## src/rtl/csa_pkg.sv

```systemverilog
// Package: shared constants for the carry-select adder.
// Assumes: nothing; holds compile-time limits only.
package csa_pkg;
    localparam int CSA_MIN_WIDTH = 2;
    localparam int CSA_DEF_WIDTH = 16;
endpackage

```

## src/rtl/csa_half_sum_gen.sv

```systemverilog
// Module: per-bit XOR and AND of the two operands (shared by both carry chains).
// Assumes: operands are unsigned, N >= 2.
module csa_half_sum_gen #(
    parameter int N = csa_pkg::CSA_DEF_WIDTH
) (
    input  logic [N-1:0] opnd_a,
    input  logic [N-1:0] opnd_b,
    output logic [N-1:0] hsum,
    output logic [N-1:0] hcarry
);
    // Purpose: one half-adder per bit position.
    always_comb begin
        hsum   = opnd_a ^ opnd_b;
        hcarry = opnd_a & opnd_b;
    end
endmodule

```

## src/rtl/csa_carry_gen.sv

```systemverilog
// Module: ripples a full-carry word for a fixed carry into bit 0.
// Assumes: FIXED_CIN is 0 or 1; bit 0 is reduced for that constant.
module csa_carry_gen #(
    parameter int N         = csa_pkg::CSA_DEF_WIDTH,
    parameter bit FIXED_CIN = 1'b0
) (
    input  logic [N-1:0] hsum,
    input  logic [N-1:0] hcarry,
    output logic [N-1:0] carry_word
);
    generate
        if (FIXED_CIN) begin : g_lsb_one
            // Purpose: bit 0 with an incoming carry of one.
            always_comb carry_word[0] = hsum[0] | hcarry[0];
        end else begin : g_lsb_zero
            // Purpose: bit 0 with an incoming carry of zero.
            always_comb carry_word[0] = hcarry[0];
        end
        for (genvar i = 1; i < N; i++) begin : g_chain
            // Purpose: propagate-or-generate step for bit i.
            always_comb carry_word[i] = (carry_word[i-1] & hsum[i]) | hcarry[i];
        end
    endgenerate
endmodule

```

## src/rtl/csa_carry_select.sv

```systemverilog
// Module: chooses the carry word with one AND-OR per bit.
// Assumes: carry0 implies carry1 bitwise, so OR-ing carry0 is safe.
module csa_carry_select #(
    parameter int N = csa_pkg::CSA_DEF_WIDTH
) (
    input  logic [N-1:0] carry0,
    input  logic [N-1:0] carry1,
    input  logic         carry_in,
    output logic [N-1:0] carry_sel
);
    // Purpose: selection folded into AND-OR using the implication.
    always_comb carry_sel = carry0 | ({N{carry_in}} & carry1);
endmodule

```

## src/rtl/csa_final_sum.sv

```systemverilog
// Module: single XOR layer forming the sum from half-sum and selected carry.
// Assumes: carry_sel[i] is the carry out of bit i.
module csa_final_sum #(
    parameter int N = csa_pkg::CSA_DEF_WIDTH
) (
    input  logic [N-1:0] hsum,
    input  logic [N-1:0] carry_sel,
    input  logic         carry_in,
    output logic [N-1:0] sum,
    output logic         carry_out
);
    // Purpose: shift carries up by one bit and XOR with half-sum.
    always_comb begin
        sum       = hsum ^ {carry_sel[N-2:0], carry_in};
        carry_out = carry_sel[N-1];
    end
endmodule

```

## src/rtl/csa_logic_opt_adder.sv

```systemverilog
// Module: top of the N-bit carry-select adder with shared half-sum stage.
// Assumes: unsigned operands, two-state inputs, N >= 2; purely combinational.
module csa_logic_opt_adder #(
    parameter int N = csa_pkg::CSA_DEF_WIDTH
) (
    input  logic [N-1:0] opnd_a,
    input  logic [N-1:0] opnd_b,
    input  logic         carry_in,
    output logic [N-1:0] sum,
    output logic         carry_out
);
    generate
        if (N < csa_pkg::CSA_MIN_WIDTH) begin : g_bad_width
            $error("csa_logic_opt_adder: N must be at least 2 (R8)");
        end
    endgenerate

    logic [N-1:0] hsum, hcarry, carry0, carry1, carry_sel;

    csa_half_sum_gen #(.N(N)) u_hsg (
        .opnd_a(opnd_a), .opnd_b(opnd_b), .hsum(hsum), .hcarry(hcarry));

    csa_carry_gen #(.N(N), .FIXED_CIN(1'b0)) u_cg0 (
        .hsum(hsum), .hcarry(hcarry), .carry_word(carry0));

    csa_carry_gen #(.N(N), .FIXED_CIN(1'b1)) u_cg1 (
        .hsum(hsum), .hcarry(hcarry), .carry_word(carry1));

    csa_carry_select #(.N(N)) u_sel (
        .carry0(carry0), .carry1(carry1), .carry_in(carry_in), .carry_sel(carry_sel));

    csa_final_sum #(.N(N)) u_fsg (
        .hsum(hsum), .carry_sel(carry_sel), .carry_in(carry_in),
        .sum(sum), .carry_out(carry_out));

    // Purpose: cross-checks between the separately built carry chains and outputs.
    always_comb begin
        p_chain_order_r4: assert ((carry0 & ~carry1) == '0)
            else $error("R4: zero-assumed carry set where one-assumed carry is clear");
        if (!carry_in) begin
            p_sel_zero_r4: assert (carry_sel == carry0)
                else $error("R4: carry_in=0 did not select zero-assumed word");
        end else begin
            p_sel_one_r4: assert (carry_sel == carry1)
                else $error("R4: carry_in=1 did not select one-assumed word");
        end
        p_lsb_sum_r6: assert (sum[0] == (opnd_a[0] ^ opnd_b[0] ^ carry_in))
            else $error("R6: sum bit 0 wrong");
        p_lsb_carry_r7: assert (carry1[0] == (opnd_a[0] | opnd_b[0]))
            else $error("R7: one-assumed bit 0 carry wrong");
    end
endmodule

```

## config.mk

```make
export PLATFORM = sky130hd
export DESIGN_NAME = csa_logic_opt_adder
export DESIGN_NICKNAME = d
export VERILOG_FILES = /design/src/rtl/csa_pkg.sv /design/src/rtl/csa_half_sum_gen.sv /design/src/rtl/csa_carry_gen.sv /design/src/rtl/csa_carry_select.sv /design/src/rtl/csa_final_sum.sv /design/src/rtl/csa_logic_opt_adder.sv
export SDC_FILE = /design/constraint.sdc
export NUM_CORES = 1
export LEC_CHECK = 0
export CORE_AREA = 2 2 39 41
export DETAILED_ROUTE_END_ITERATION = 16
export DIE_AREA = 0 0 41 43
export DONT_BUFFER_PORTS = 1
export GPL_TIMING_DRIVEN = 0
export PLACE_DENSITY_LB_ADDON = 0.08
export SLEW_MARGIN = 20
export SYNTH_ARGS = -nofsm -noshare
export SYNTH_HDL_FRONTEND = slang
export SYNTH_SLANG_ARGS = --single-unit
```

## constraint.sdc

```tcl
create_clock -name vclk -period 3
set_clock_uncertainty 0.05 [all_clocks]
set_input_delay 0.3 -clock vclk [all_inputs]
set_output_delay 0.3 -clock vclk [all_outputs]
set_load 0.1 [all_outputs]
```

Yosys cells after proc, flatten, opt, wreduce, memory -nomap -nowiden
Cells that the tools add are included.

Register bits: 0. Word-level logic and storage cells: 66. Output and inout bits: 17. Input bits: 33.

Bitwise logic cells: 66.

Operator list (count): 16-bit bitwise AND (2); 16-bit bitwise XOR (2); 1-bit OR (31); 1-bit bitwise AND (30); 16-bit OR (1).

Logic depth before layout (Yosys ltp)
Gate-level depths: netlist of the first run.

Depth in word-level cells: 35. Mapped depth: 8. Depth with buffers taken out: 8.

Hierarchy
From an unflattened synthesis of the first run, not the netlist that was laid out.

Cell total of the unflattened synthesis: 127. Area, all modules: 1064.8 µm².

Modules (own cells, without submodules): csa_carry_gen at u_cg1 (cells each 36, times used 1, area an instance 286.5 µm², sequential area each 0.0 µm²); csa_carry_gen at u_cg0 (cells each 40, times used 1, area an instance 280.3 µm², sequential area each 0.0 µm²); csa_half_sum_gen (cells each 16, times used 1, area an instance 200.2 µm², sequential area each 0.0 µm²); csa_carry_select (cells each 18, times used 1, area an instance 150.1 µm², sequential area each 0.0 µm²); csa_final_sum (cells each 17, times used 1, area an instance 147.6 µm², sequential area each 0.0 µm²).

Worst setup path before layout of the first run
Ideal clock, no wire load.

Path type: input to output. Start point: input opnd_a[1]. End point: output sum[14]. Cell stages on the path: 7. Arrival time: 3874 ps. Path slack: -1224 ps. Path buffers: 0. Path through: ha_1 nand2b_1 a211o_1 a211o_2 a31oi_2 nor2_1 o311ai_1.

Cells in the longest elaborated chain, start to end: 30.

RTL lines: from (decl) (line csa_logic_opt_adder.sv:6) `input logic [N-1:0] opnd_a,`; 16-bit bitwise XOR (line csa_half_sum_gen.sv:13) `hsum = opnd_a ^ opnd_b;`; 1-bit bitwise AND (line csa_carry_gen.sv:21) `always_comb carry_word[i] = (carry_word[i-1] & hsum[i]) | hcarry[i];`; 1-bit OR (line csa_carry_gen.sv:21); 1-bit bitwise AND (line csa_carry_gen.sv:21); 1-bit OR (line csa_carry_gen.sv:21); 1-bit bitwise AND (line csa_carry_gen.sv:21); 1-bit OR (line csa_carry_gen.sv:21); 1-bit bitwise AND (line csa_carry_gen.sv:21); [14 not listed]; 1-bit OR (line csa_carry_gen.sv:21); 1-bit bitwise AND (line csa_carry_gen.sv:21); 1-bit OR (line csa_carry_gen.sv:21); 1-bit bitwise AND (line csa_carry_gen.sv:21); 1-bit OR (line csa_carry_gen.sv:21); 16-bit bitwise AND (line csa_carry_select.sv:12) `always_comb carry_sel = carry0 | ({N{carry_in}} & carry1);`; 16-bit OR * (line csa_carry_select.sv:12); 16-bit bitwise XOR * (line csa_final_sum.sv:14) `sum = hsum ^ {carry_sel[N-2:0], carry_in};`; to (decl) (line csa_logic_opt_adder.sv:9) `output logic [N-1:0] sum,`.

Every way passes the cells marked *; elsewhere a longest branch is shown, timed or not.

Worst setup path in the final report of the first run
Same ends and word-level chain as after synthesis.

==> impl_metrics.py, run 1 <==
metrics = {
    "logic_synthesis": {
        "synth.distinct_cells": 30,
        "syn_area_per_cell_um2": 7.91,
        "synthesis.area_um2": 688,
        "ys_seq_area_frac": 0,
        "yosysTopAreaCell": "ha_1",
        "ys_warn_count": 0,
        "yosysTopAreaCellShare": 0.309,
        "synth_top_family_by_area": "compound AO/OA/AOI/OAI gates",
        "syn_inst": 87,
        "synthXorXnorAreaFrac": 0.127,
        "ys_top_cells_by_area": "ha_1 31%, xnor2_1 7.6%, a21oi_1 6.5%",
        "yosys.area_share.simple": 0.138,
        "synth_compound_area_frac": 0.349,
        "syn_nets": 138,
        "synth.mux.area_fraction": 0.0145,
        "synthAdderAreaFrac": 0.338,
    },
    "drt": {
        "first_pass_iters": 2,
        "via_per_inst": 6.21,
        "vias": 646,
        "wl_um": 1330,
        "drcViolationCount": 0,
        "wire_per_inst_um": 12.8,
        "postRouteAntennaNets": 0,
        "drtIter0Drc": 3,
    },
    "timing": {
        "max_freq_mhz": 330,
        "fin_crit_ps": 3030,
        "finalHoldViolCount": 0,
        "rsz0062_at_grt": "yes",
        "timing.final.crit_share": 1.01,
        "slew_headroom": 0.217,
        "maxSlewViolCount": 0,
        "tightest_slew_ps": 1180,
        "finalSetupTns_ps": -55.9,
        "worst_slack_ps": -31.7,
        "setup_viol": 2,
        "hold_ws_ps": 972,
    },
    "finish": {
        "syn2layout_area_growth_pct": 36.5,
        "drive_gt1_frac": 0.261,
        "ff_latch_area_um2": 0,
        "antenna_cells": 0,
        "final_common_cell": "ha_1",
        "final_nets": 141,
        "final_cell_mix": "17 x ha_1, 7 x a21oi_1, 6 x inv_1, 6 x nor2_1",
        "final.clkbuf_count": 0,
        "n_sequential_cell": 0,
        "nFillCells": 116,
    },
    "status": {
        "status": "complete, but fails checks",
        "violations": "negative setup slack",
    },
    "critical_path": {
        "cp-startpoint": "opnd_a[1]",
        "cp.arrival_ps": 2680,
        "cp_num_buf_inv": 0,
        "start_kind": "input port",
        "endpoint_kind": "output pin",
        "crit_path_cell_trace": "ha_1 -> nand2b_1 -> a211o_1 -> a211o_2 -> a31oi_4 -> nor2_2 -> o311ai_4",
        "cp_max_fo": 4,
        "crit_slowest_cell": "o311ai_4",
        "critPathTopFamily": "compound AO/OA/AOI/OAI gates",
        "cp_num_cells": 7,
        "critPathMaxStageDelay_ps": 940,
        "worstSetupPathType": "in2out",
        "critPathRequiredTime_ps": 2650,
    },
    "die": {
        "fp.dieH_um": 43,
        "rows": 14,
        "chipWidth_um": 41,
        "core-area_um2": 1380,
        "fp.dieArea_um2": 1760,
        "start_util": 0.497,
        "ios": 50,
    },
    "power_and_ir_drop": {
        "peakVddDrop_uv": 325,
        "p_leak_nw": 0.399,
        "powerDensity_nw_per_um2": 620,
    },
    "placed_design": {
        "dpl.hpwl_um": 1250,
        "port_buffers": 0,
        "gp_congestion": 0.742,
    },
    "global_routing": {
        "antenna_found_initial": 0,
        "grt_max_degree": 6,
        "grt_first_pass_wirelength_um": 2220,
        "grt_remaining_overflow": 0,
        "grt_pass1_vias": 600,
        "grt_util_all_layers": 0.165,
    },
    "cts": {
        "postCtsHoldBufs": 0,
        "post_cts_buffers": 0,
    },
    "min_path": {
        "hold_path_depth": 2,
        "hold_start": "opnd_b[15]",
        "whs_endpoint": "carry_out",
        "hp-class": "in2out",
    },
    "run": {
        "maxCapViolations": 0,
    },
}
==> layer usage <==
layer,global-route usage,wire [um],vias up,part of all wire
li1,-,-,321,-
met1,0.218,541,298,0.41
met2,0.300,684,27,0.51
met3,0.00524,104,0,0.078
met4,0,0,0,0
met5,0,0,-,0
==> cell usage after synthesis, types with 3 or more instances <==
cell and number:
a21oi_1 9, ha_1 17, inv_1 6, nand2_1 4, nor2_1 8, o21a_1 3, o21ai_0 5, xnor2_1 6
xor2_1 4
==> cell type report <==
class | instances | area, um2 | share of cell area
Tap cell | 16 | 20.0 | 0.0213
Multi-Input combinational cell | 81 | 882 | 0.939
Timing Repair Buffer | 1 | 15.0 | 0.0160
Inverter | 6 | 22.5 | 0.0240
==> where the power goes <==
group	switching [W]	total [W]	internal [W]
clock network	0	0	0
registers	0	0	0
logic	0.000458	0.000583	0.000124
==> stage by stage <==
step / std cells / instance area [um2] / worst slack, ps / utilization / total power [W]
5_1_grt: 104 / 940 / -131 / 0.679 / 0.000610
2_1_floorplan: 87 / 769 / -337 / - / 0.000500
4_1_cts: 104 / 920 / -33.3 / 0.665 / 0.000579
6_report: 104 / 940 / -31.7 / 0.679 / 0.000583
3_3_place_gp: 103 / 790 / -466 / 0.571 / 0.000516
3_5_place_dp: 104 / 905 / -118 / 0.654 / 0.000573
==> kinds of logic after synthesis <==
group | after synthesis
xor+xnor | 10
mux | 1
buf+inv | 6
simple gates | 20
fa+ha+maj | 18
compound gates | 32
==> repair_timing <==
action / CTS / global route
gates resized for setup: 3 / 2
endpoints found under the hold margin: 0 / 0
pin swaps: 1 / 1
gates cloned: 0 / 0
endpoints found under the setup margin: 6 / 5
==> worst max-delay path by stage <==
stage	endpoint	slack (ps)
2_1_floorplan	sum[14]	-340
3_3_place_gp	sum[14]	-470
3_5_place_dp	carry_out	-120
4_1_cts	sum[14]	-30
5_1_grt	sum[11]	-130
6_report	sum[14]	-30
Note: power is estimated with default switching activity, not from simulation.
==> run 2: changes to the inputs <==
--- a/config.mk
+++ b/config.mk
@@ -5,9 +5,10 @@
 export SDC_FILE = /design/constraint.sdc
 export NUM_CORES = 1
 export LEC_CHECK = 0
-export CORE_AREA = 2 2 39 41
+export CORE_ASPECT_RATIO = 1.4
+export CORE_MARGIN = 2
+export CORE_UTILIZATION = 35
 export DETAILED_ROUTE_END_ITERATION = 16
-export DIE_AREA = 0 0 41 43
 export DONT_BUFFER_PORTS = 1
 export GPL_TIMING_DRIVEN = 0
 export PLACE_DENSITY_LB_ADDON = 0.08
==> impl_metrics.py, run 2 (same netlist as run 1, synthesis figures left out) <==
metrics = {
    "status": {
        "status": "completed",
    },
    "timing": {
        "timing.final.crit_share": 0.975,
        "finalSetupTns_ps": 0,
        "slew_headroom": 0.210,
        "finalHoldViolCount": 0,
        "worst_slack_ps": 75.8,
        "rsz0062_at_grt": "yes",
        "setup_viol": 0,
        "fin_crit_ps": 2920,
        "tightest_slew_ps": 1190,
        "maxSlewViolCount": 0,
        "max_freq_mhz": 342,
    },
    "die": {
        "ios": 50,
        "fp.dieArea_um2": 2340,
        "start_util": 0.362,
        "rows": 19,
        "core-area_um2": 1900,
        "fp.dieH_um": 56.5,
        "chipWidth_um": 41.5,
    },
    "critical_path": {
        "start_kind": "input port",
        "crit_slowest_cell": "a21oi_2",
        "critPathRequiredTime_ps": 2650,
        "worstSetupPathType": "in2out",
        "cp.arrival_ps": 2570,
        "crit_path_cell_trace": "ha_4 -> a211o_1 -> a2111oi_4 -> a211o_2 -> nand3_1 -> a21oi_2",
        "cp_num_buf_inv": 0,
        "cp_max_fo": 4,
        "endpoint_kind": "output pin",
        "critPathMaxStageDelay_ps": 920,
        "critPathTopFamily": "compound AO/OA/AOI/OAI gates",
    },
    "min_path": {
        "hold_path_depth": 2,
        "whs_endpoint": "carry_out",
        "hold_start": "opnd_b[15]",
        "hp-class": "in2out",
    },
    "global_routing": {
        "grt_remaining_overflow": 0,
        "antenna_found_initial": 0,
        "grt-busiest-layer": "met2",
        "grt_max_degree": 6,
        "grt_use_met1": 0.141,
        "use_met2": 0.275,
        "grt_pass1_vias": 661,
        "grt_util_all_layers": 0.132,
        "grt_first_pass_wirelength_um": 2620,
        "use_met3": 0.00643,
    },
    "finish": {
        "ff_latch_area_um2": 0,
        "fin_util": 0.507,
        "antenna_cells": 0,
        "n_sequential_cell": 0,
        "final_cell_mix": "15 x ha_1, 7 x a21oi_1, 6 x inv_1, 6 x nor2_1, 5 x xnor2_4",
        "final.clkbuf_count": 0,
        "drive_gt1_frac": 0.284,
        "final_area_um2": 965,
        "syn2layout_area_growth_pct": 40.2,
        "final_nets": 141,
        "fin_cells": 109,
        "final_common_cell": "ha_1",
    },
    "drt": {
        "postRouteAntennaNets": 0,
        "drtIter0Drc": 3,
        "via_per_inst": 6.01,
        "vias": 655,
        "wl_um": 1540,
        "wire_per_inst_um": 14.1,
        "first_pass_iters": 2,
        "drcViolationCount": 0,
    },
    "run": {
        "maxCapViolations": 0,
    },
    "placed_design": {
        "post-place-ws_ps": -125,
        "placed_cells": 109,
        "gp_congestion": 0.726,
        "port_buffers": 0,
        "dpl.hpwl_um": 1430,
        "place_area_um2": 911,
    },
    "power_and_ir_drop": {
        "seq_power_share": 0,
        "p_leak_nw": 0.399,
        "p_sw_w": 0.000461,
        "swShare": 0.783,
        "powerDensity_nw_per_um2": 610,
        "combPwrFrac": 1.000,
        "clkPwrFrac": 0,
        "peakVddDrop_uv": 301,
        "p_int_w": 0.000128,
    },
    "cts": {
        "post_cts_buffers": 0,
        "postCtsHoldBufs": 0,
    },
}
==> run 2: layout make-up <==
| class | instances | area (um2) |
|---|---|---|
| Tap cell | 21 | 26.3 |
| Fill cell | 186 | 937 |
| Timing Repair Buffer | 1 | 15.0 |
| Multi-Input combinational cell | 81 | 901 |
| Inverter | 6 | 22.5 |
==> run 2: what timing repair did <==
| item | 4_1_cts | 5_1_grt |
|---|---|---|
| pin swaps | 3 | 2 |
| endpoints found under the setup margin | 6 | 2 |
| resized for setup | 9 | 0 |
==> run 2: how the worst max path moves through the flow <==
stage | startpoint | end | depth (start not counted)
CTS | opnd_a[3] | sum[14] | 7
global route | opnd_a[1] | sum[11] | 6
finish | opnd_a[1] | sum[11] | 6
global placement | opnd_a[1] | sum[14] | 7
floorplan | opnd_a[1] | sum[14] | 7
detailed placement | opnd_a[2] | carry_out | 7
==> run 2: metrics by stage <==
step,power [W],hold slack [ps]
floorplan,0.000500,1040
global placement,0.000520,1060
detailed placement,0.000578,992
CTS,0.000593,993
global route,0.000610,997
finish,0.000588,982
==> run 2: power by group through the flow <==
stage | combinational [W] | clock (W) | sequential (W)
floorplan | 0.000500 | 0 | 0
global placement | 0.000520 | 0 | 0
detailed placement | 0.000578 | 0 | 0
CTS | 0.000593 | 0 | 0
global route | 0.000610 | 0 | 0
finish | 0.000588 | 0 | 0
==> run 2: metal layers <==
metal | part of all wire | wire (um) | up-vias
met5 | 0 | 0 | -
met4 | 0.018 | 27 | 0
met3 | 0.059 | 91 | 4
met2 | 0.61 | 933 | 23
met1 | 0.31 | 483 | 302
li1 | - | - | 326
